### config.mk
export PLATFORM = sky130hd
export DESIGN_NAME = spi_flash_wp_ctrl
export DESIGN_NICKNAME = d
export VERILOG_FILES = /design/src/rtl/flash_wp_pkg.sv /design/src/rtl/wp_mode_decode.sv /design/src/rtl/wp_busy_timer.sv /design/src/rtl/wp_cmd_arbiter.sv /design/src/rtl/spi_flash_wp_ctrl.sv
export SDC_FILE = /design/constraint.sdc
export NUM_CORES = 1
export LEC_CHECK = 0
export BUFFER_PORTS_ARGS = -buffer_cell sky130_fd_sc_hd__buf_2
export CAP_MARGIN = 5
export CELL_PAD_IN_SITES_DETAIL_PLACEMENT = 1
export CELL_PAD_IN_SITES_GLOBAL_PLACEMENT = 1
export CORE_MARGIN = 4
export CORE_UTILIZATION = 30
export DETAILED_ROUTE_END_ITERATION = 16
export HOLD_SLACK_MARGIN = 0.03
export PLACE_DENSITY_LB_ADDON = 0.2
export SYNTH_ARGS = -nofsm -noshare
export SYNTH_HDL_FRONTEND = slang
export SYNTH_SLANG_ARGS = --single-unit
### constraint.sdc
create_clock -name clk -period 2 [get_ports clk]
set_input_delay 0.4 -clock clk [delete_from_list [all_inputs] [get_ports clk]]
set_output_delay 0.4 -clock clk [all_outputs]
set_load 0.01 [all_outputs]
### src/rtl/flash_wp_pkg.sv
package flash_wp_pkg;
  localparam int SR_W     = 16;
  localparam int WIP_BIT  = 0;
  localparam int WEL_BIT  = 1;
  localparam int BP_LSB   = 2;
  localparam int BP_W     = 5;
  localparam int SRP0_BIT = 7;
  localparam int SRP1_BIT = 8;
  localparam int QE_BIT   = 9;

  typedef enum logic [2:0] {
    OP_WEN    = 3'd0,
    OP_WDIS   = 3'd1,
    OP_SRWR   = 3'd2,
    OP_PROG   = 3'd3,
    OP_SERASE = 3'd4,
    OP_BERASE = 3'd5,
    OP_CERASE = 3'd6,
    OP_NONE   = 3'd7
  } op_t;

  typedef enum logic [1:0] {
    LOCK_SOFT    = 2'b00,
    LOCK_PIN     = 2'b01,
    LOCK_SUPPLY  = 2'b10,
    LOCK_FOREVER = 2'b11
  } lock_t;
endpackage

### src/rtl/wp_mode_decode.sv
module wp_mode_decode
  import flash_wp_pkg::*;
(
  input  logic [1:0] srp,
  input  logic       wp_n,
  output lock_t      mode,
  output logic       sr_writable
);
  always_comb begin
    mode = lock_t'(srp);
    unique case (mode)
      LOCK_SOFT:    sr_writable = 1'b1;
      LOCK_PIN:     sr_writable = wp_n;
      LOCK_SUPPLY:  sr_writable = 1'b0;
      default:      sr_writable = 1'b0;
    endcase
  end

  always_comb begin
    if (mode == LOCK_FOREVER || mode == LOCK_SUPPLY)
      p_locked_modes_r7: assert (!sr_writable);
  end
endmodule

### src/rtl/wp_busy_timer.sv
module wp_busy_timer #(
  parameter int BUSY_CYCLES = 8
) (
  input  logic clk,
  input  logic rst_n,
  input  logic clr,
  input  logic start,
  output logic busy,
  output logic done
);
  localparam int CW = $clog2(BUSY_CYCLES + 1);
  localparam logic [CW-1:0] LOAD = CW'(BUSY_CYCLES);

  logic [CW-1:0] cnt;

  always_ff @(posedge clk or negedge rst_n) begin
    if (!rst_n)          cnt <= '0;
    else if (clr)        cnt <= '0;
    else if (start)      cnt <= LOAD;
    else if (cnt != '0)  cnt <= cnt - 1'b1;
  end

  assign busy = (cnt != '0);
  assign done = (cnt == CW'(1)) && !clr;

  p_count_down_r9: assert property (@(posedge clk) disable iff (!rst_n)
    (busy && !clr && !start) |=> (cnt == $past(cnt) - 1'b1));
  p_start_idle_r9: assert property (@(posedge clk) disable iff (!rst_n)
    start |-> !busy);
endmodule

### src/rtl/wp_cmd_arbiter.sv
module wp_cmd_arbiter
  import flash_wp_pkg::*;
(
  input  logic       cmd_valid,
  input  op_t        op,
  input  logic       power_cycle,
  input  logic       busy,
  input  logic       wel,
  input  logic       sr_writable,
  input  logic       ce_guard_clear,
  output logic       accept_now,
  output logic       reject_now,
  output logic       set_wel,
  output logic       clr_wel,
  output logic       load_sr,
  output logic       start_busy
);
  logic live;
  logic pass;

  assign live = cmd_valid && (op != OP_NONE) && !power_cycle;

  always_comb begin
    pass = 1'b0;
    if (!busy) begin
      unique case (op)
        OP_WEN, OP_WDIS:             pass = 1'b1;
        OP_SRWR:                     pass = wel && sr_writable;
        OP_PROG, OP_SERASE, OP_BERASE: pass = wel;
        OP_CERASE:                   pass = wel && ce_guard_clear;
        default:                     pass = 1'b0;
      endcase
    end
  end

  assign accept_now = live && pass;
  assign reject_now = live && !pass;
  assign set_wel    = accept_now && (op == OP_WEN);
  assign clr_wel    = accept_now && (op == OP_WDIS);
  assign load_sr    = accept_now && (op == OP_SRWR);
  assign start_busy = accept_now && (op inside {OP_SRWR, OP_PROG, OP_SERASE, OP_BERASE, OP_CERASE});

  always_comb begin
    p_onehot_decide_r10: assert (!(accept_now && reject_now));
  end
endmodule

### src/rtl/spi_flash_wp_ctrl.sv
module spi_flash_wp_ctrl
  import flash_wp_pkg::*;
#(
  parameter int BUSY_CYCLES = 8
) (
  input  logic        clk,
  input  logic        rst_n,
  input  logic        cmd_valid,
  input  logic [2:0]  cmd_code,
  input  logic [15:0] cmd_wdata,
  input  logic        wp_n,
  input  logic        power_cycle,
  output logic        cmd_accept,
  output logic        cmd_reject,
  output logic [15:0] status,
  output logic        quad_en
);
  logic [BP_W-1:0] bp;
  logic [1:0]      srp;
  logic            qe;
  logic            wel;
  logic            busy;
  logic            done;
  logic            sr_writable;
  lock_t           mode;
  op_t             op;
  logic            accept_now, reject_now, set_wel, clr_wel, load_sr, start_busy;

  assign op = op_t'(cmd_code);

  wp_mode_decode u_mode (
    .srp         (srp),
    .wp_n        (wp_n),
    .mode        (mode),
    .sr_writable (sr_writable)
  );

  wp_busy_timer #(.BUSY_CYCLES(BUSY_CYCLES)) u_timer (
    .clk   (clk),
    .rst_n (rst_n),
    .clr   (power_cycle),
    .start (start_busy),
    .busy  (busy),
    .done  (done)
  );

  wp_cmd_arbiter u_arb (
    .cmd_valid      (cmd_valid),
    .op             (op),
    .power_cycle    (power_cycle),
    .busy           (busy),
    .wel            (wel),
    .sr_writable    (sr_writable),
    .ce_guard_clear (bp[2:0] == 3'b000),
    .accept_now     (accept_now),
    .reject_now     (reject_now),
    .set_wel        (set_wel),
    .clr_wel        (clr_wel),
    .load_sr        (load_sr),
    .start_busy     (start_busy)
  );

  always_ff @(posedge clk or negedge rst_n) begin
    if (!rst_n) begin
      bp         <= '0;
      srp        <= 2'b00;
      qe         <= 1'b0;
      wel        <= 1'b0;
      cmd_accept <= 1'b0;
      cmd_reject <= 1'b0;
    end else begin
      cmd_accept <= accept_now;
      cmd_reject <= reject_now;
      if (power_cycle) begin
        wel <= 1'b0;
        if (mode == LOCK_SUPPLY) srp <= 2'b00;
      end else begin
        if (set_wel)             wel <= 1'b1;
        else if (clr_wel || done) wel <= 1'b0;
        if (load_sr) begin
          bp  <= cmd_wdata[BP_LSB +: BP_W];
          srp <= {cmd_wdata[SRP1_BIT], cmd_wdata[SRP0_BIT]};
          qe  <= cmd_wdata[QE_BIT];
        end
      end
    end
  end

  always_comb begin
    status           = '0;
    status[WIP_BIT]  = busy;
    status[WEL_BIT]  = wel;
    status[BP_LSB +: BP_W] = bp;
    status[SRP0_BIT] = srp[0];
    status[SRP1_BIT] = srp[1];
    status[QE_BIT]   = qe;
  end

  assign quad_en = qe;

  p_no_latch_r4: assert property (@(posedge clk) disable iff (!rst_n)
    (cmd_valid && !wel && cmd_code inside {3'd2, 3'd3, 3'd4, 3'd5, 3'd6}) |=> !cmd_accept);
  p_ce_guard_r8: assert property (@(posedge clk) disable iff (!rst_n)
    (cmd_valid && cmd_code == 3'd6 && bp[2:0] != 3'b000) |=> !cmd_accept);
  p_busy_reject_r9: assert property (@(posedge clk) disable iff (!rst_n)
    (cmd_valid && busy && !power_cycle && cmd_code != 3'd7) |=> cmd_reject);
  p_wel_drop_r9: assert property (@(posedge clk) disable iff (!rst_n)
    (done && !power_cycle) |=> !wel);
  p_lockdown_hold_r6: assert property (@(posedge clk) disable iff (!rst_n)
    (srp == 2'b10 && !power_cycle) |=> (srp == 2'b10));
  p_lockdown_release_r6: assert property (@(posedge clk) disable iff (!rst_n)
    (srp == 2'b10 && power_cycle) |=> (srp == 2'b00 && !busy && !wel));
  p_otp_hold_r7: assert property (@(posedge clk) disable iff (!rst_n)
    (srp == 2'b11) |=> (srp == 2'b11));
  p_single_resp_r10: assert property (@(posedge clk) disable iff (!rst_n)
    !(cmd_accept && cmd_reject));
  p_nop_silent_r10: assert property (@(posedge clk) disable iff (!rst_n)
    (!cmd_valid || cmd_code == 3'd7 || power_cycle) |=> (!cmd_accept && !cmd_reject));
endmodule

# Yosys cells after proc, flatten, opt, wreduce, memory -nomap -nowiden
# Cells that the tools add are included.
# W data, S select, Z words.
# op_classes
addsub	1
mul	0
div	0
order_cmp	0
n_eq_ne	11
shifts	0
n_mux	12
n_bitwise	1
reduce_logical	26
# ops
cell	n
$mux W4	3
$logic_and A1 B1 Y1	11
$eq A3 B3 Y1 const B	3
$eq A3 B2 Y1 const B	2
$logic_not A3 Y1	2
$mux W2	3
$reduce_bool A3 Y1	2
$reduce_bool A5 Y1	1
$eq A4 B1 Y1 const B	1
$mux W1	4
$pmux W1 S4	1
$reduce_and A2 Y1	2
$reduce_bool A4 Y1	1
$sub A4 B1 Y4 const B	1
$eq A3 B1 Y1 const B	1
$ne A3 B3 Y1 const B	1
$reduce_or A3 Y1	1
$eq A2 B1 Y1 const B	1
$eq A2 B2 Y1 const B	1
$logic_not A1 Y1	2
$logic_not A2 Y1	1
$ne A2 B1 Y1 const B	1
$pmux W1 S2	1
$reduce_bool A2 Y1	1
other kinds (3)	3
# totals
regBits	15
latchBits	0
ram_bits	0
mem_bits_ro	0
out_inout_bits	19
n_memories	0

# Longest topological paths before layout
# logic_depth
word_depth	11
ltp_mapped	7

# Hierarchy
# From an unflattened synthesis, not the netlist that was laid out.
# hier_totals
cells_unflattened	87
hier_area_um2	902.1
# modules_own_cells
mod	instances	cells_per_inst	area_each_um2
spi_flash_wp_ctrl	1	40	525.5
wp_busy_timer	1	23	226.5
wp_cmd_arbiter	1	20	122.6
wp_mode_decode	1	4	27.5

# Worst setup path after synthesis
# No wires, ideal clock.
# synth_path
path_type	reg-to-reg
start	reg u_timer.cnt[0]
end	reg bp[0]
setup_ns	0.125
arrival_time_ns	1.597
required_time_ns	1.875
path_slack_ns	0.277
stages_incl_launch_ff	8
n_path_buf	1
synth_period_minus_slack_ns	1.723
cell_sequence	dfrtp_1 -> inv_1 -> ha_1 -> nor3b_4 -> o21ai_1 -> and3b_1 -> buf_6 -> mux2_4
# synth_via
elab_chain_cells	5
# synth_rtl
item	line_no	text
from (decl)	wp_busy_timer.sv:14	logic [CW-1:0] cnt;
from (signal assigned)	wp_busy_timer.sv:20	else if (cnt != '0) cnt <= cnt - 1'b1;
$reduce_bool A4 Y1	wp_busy_timer.sv:23	assign busy = (cnt != '0);
$mux W1	wp_cmd_arbiter.sv:25	if (!busy) begin
$logic_and A1 B1 Y1	wp_cmd_arbiter.sv:36	assign accept_now = live && pass;
$logic_and A1 B1 Y1	wp_cmd_arbiter.sv:40	assign load_sr = accept_now && (op == OP_SRWR);
$reduce_and A2 Y1 (no source line)	n/a	
to (signal assigned)	spi_flash_wp_ctrl.sv:81	bp <= cmd_wdata[BP_LSB +: BP_W];
to (decl)	spi_flash_wp_ctrl.sv:18	logic [BP_W-1:0] bp;
# Every way passes these cells.
# A chain may end at the register's enable or synchronous reset.

# Final worst setup path
# layout_path
start	reg u_timer.cnt[0]
end	out status[0]
# layout_via
elab_chain_cells	1
# layout_rtl
item	line_no	text
$reduce_bool A4 Y1	wp_busy_timer.sv:23	
to (decl)	spi_flash_wp_ctrl.sv:15	output logic [15:0] status,
# Every way passes these cells.

==> results.md <==
* Total congestion overflow at 0
* Sw frac at 0.359
* Die area at 3830 µm²
* Post-layout min period at 1.90 ns
* Highest clock rate at 527 MHz
* Buffers & Inverters on Critical Path at 4
* Slowest-stage cell, CP: dfrtp_1
* Worst setup margin at 0.103 ns
* Arrival @ worst endpoint at 1.50 ns
* Crit-path cells: inv_1 > ha_4 > nor3b_4 > buf_4 > inv_2 > buf_2
* CTS Sinks at 15
* Comb pwr share at 0.441
* Post-synthesis sequential area ratio at 0.431
* Wirelength, routed at 1910 µm
* Most used routing layer: met2
* Power Internal at 667 µW
* Synthesized cell area at 871 µm²
* Fillcell total at 320
* Status: finished clean
* Lkg Pwr at 0.000547 µW
* Critical path fanouts, max at 6
* Syn Inst Count at 79
* Remaining DRCs at 0
* Mean area per synthesized cell at 11.0 µm²
* Crit path required time at 1.60 ns
* Largest net degree at the start of global routing at 16
* Antenna violations before repair at 0
* Sequential share of power at 0.394
* Rows at 19
* Type of destination of the critical path: output pin
* H-tree levels at 1
* Part of the cycle the worst path needs at 0.949
* Number of synthesized register bits at 15
* Commonest non-fill, non-tap cell in the layout: buf_2
* PD cells at 970 nW/µm²
* Setup Skew at 0.00612 ns
* FF+latch area at 375 µm²
* Yosys Warn Count at 0
* Commonest cells after routing, fill and taps aside: 28 x buf_2, 15 x dfrtp_1, 6 x mux2_4, 6 x conb_1, 5 x nor2_1
* DP HPWL at 1520 µm
* Routability cong. at 0.725
* Total negative setup slack at 0 ns
* Multi-input gate area at 433 µm²
* Max-cap violations at 0
* DR WL/cell at 13.5 µm
* Area grow syn2layout at 23.3%
* Setup WS pre-CTS at 0.125 ns
* Fin. max-slew vios at 0
* Worst ir drop on vdd at 462 µV
* CP Launch Type: register
* Layout cells sized above 1 at 0.409
* Sw power at 374 µW
* Starting Density at 0.316
* Vias in the first global route at 764
* Root buf cell: clkbuf_4
* Most common flop cell mapped by yosys: dfrtp_1
* Clk buf depth at 2
* Hold WC Path Type: primary input to register
* Detail Route Antenna Nets at 0
* Final hold violations at 0
* Clock power share at 0.165
* Crit path kind: register to output pin
* Clock transition at path regs at 0.08 ns
* CTS tree: done
* I/O Buffers at 28
* RSZ-0062 raised after global routing: no
* Async SR Flop Fraction at 1.00
* Die H at 61.9 µm
* Vias per cell at 4.65
* Distinct cells, synth at 31
* Initial detailed-routing violation count at 2
* Min Hold Slack at 0.338 ns
* CTS Buf Count at 3
* Met1 usage at 0.125
* Global routing usage on met2 at 0.203
* Die W at 61.9 µm
* IO Pins at 43
* Pwr Total at 1040 µW
* Clock Latency Late Sink at 0.28 ns
* Overall Global Routing Usage at 0.113
* Via count at 655
* Antenna diode count at 0
* Crit-path leading delay family: buffers and inverters
* First-pass GRT wire length at 3140 µm
* Post-synth EDFFs at 0
* Critical Path Max Stage Delay at 0.39 ns
* Setup violators final at 0
* Drt first pass iters at 2
* M3 GR Usage at 0.0248
* Core area at 2760 µm²
* Layout net count at 137
[per-stage QoR]
step	utilization	std cells	area (µm²)
after floorplan	-	84	890
after global placement	0.369	135	1020
after detailed placement	0.369	135	1020
after CTS	0.382	140	1050
after global routing	0.389	141	1070
final	0.389	141	1070
[worst paths after layout]
check | to | from | slack, ns | cells past startpoint
setup / recovery | status[0] | u_timer.cnt[0]$_DFFE_PN0P_ | 0.10 | 6
hold / removal | wel$_DFFE_PN0P_ | cmd_code[0] | 0.34 | 2
setup reg to reg | bp[3]$_DFFE_PN0P_ | u_timer.cnt[0]$_DFFE_PN0P_ | 0.20 | 7
hold reg to reg | bp[4]$_DFFE_PN0P_ | bp[4]$_DFFE_PN0P_ | 0.52 | 1
max in group asynchronous | u_timer.cnt[1]$_DFFE_PN0P_ | rst_n | 1.19 | 2
min in group asynchronous | cmd_reject$_DFF_PN0_ | rst_n | 0.55 | 2
[area by class of cell]
cell class / count / area share
Tap cell: 31 / 0.0361
Sequential cell: 15 / 0.350
Inverter: 4 / 0.0140
Timing Repair Buffer: 32 / 0.172
Clock buffer: 4 / 0.0245
Multi-Input combinational cell: 55 / 0.403
[power groups by stage]
| stage | registers [µW] | clock network (µW) | logic, µW |
|---|---|---|---|
| floorplan | 421 | 0 | 305 |
| global placement | 416 | 0 | 415 |
| detailed placement | 420 | 0 | 426 |
| CTS | 414 | 184 | 428 |
| global route | 418 | 193 | 519 |
| finish | 410 | 172 | 459 |
[cells by family after synthesis]
| logic type | Yosys count | synth area share |
|---|---|---|
| fa+ha+maj | 2 | 0.0287 |
| simple gates | 28 | 0.226 |
| flops | 15 | 0.431 |
| mux | 8 | 0.126 |
| compound gates | 11 | 0.0761 |
| buf+inv | 14 | 0.108 |
| other cells | 1 | 0.00431 |
[flip-flops by register name, summed over array words and instances, names as in the netlist]
signal	count
bp	5
cmd_accept	1
wel	1
cmd_reject	1
srp	2
u_timer.cnt	4
quad_en	1
[routing by layer]
| metal | up-vias | part of all wire |
|---|---|---|
| met3 | 2 | 0.069 |
| met2 | 22 | 0.50 |
| met1 | 310 | 0.42 |
| met4 | 0 | 0.0052 |
| li1 | 321 | - |
| met5 | - | 0 |
[Yosys cell counts, types with 3 or more instances]
| master | n | area (µm²) |
|---|---|---|
| inv_1 | 3 | 11.3 |
| nand3b_1 | 3 | 22.5 |
| buf_4 | 9 | 67.6 |
| nor3_1 | 3 | 15.0 |
| nor2_1 | 5 | 18.8 |
| dfrtp_1 | 15 | 375 |
| mux2_4 | 6 | 90.1 |
| a21oi_1 | 4 | 20.0 |
[what timing repair did]
item / CTS / global route
endpoints found under the hold margin: 15 / 0
hold buffers: 1 / 0
endpoints found under the setup margin: 0 / 1
resized for setup: 0 / 2
buffers inserted: 0 / 1
No activity file was read; power rests on OpenSTA's default activity.
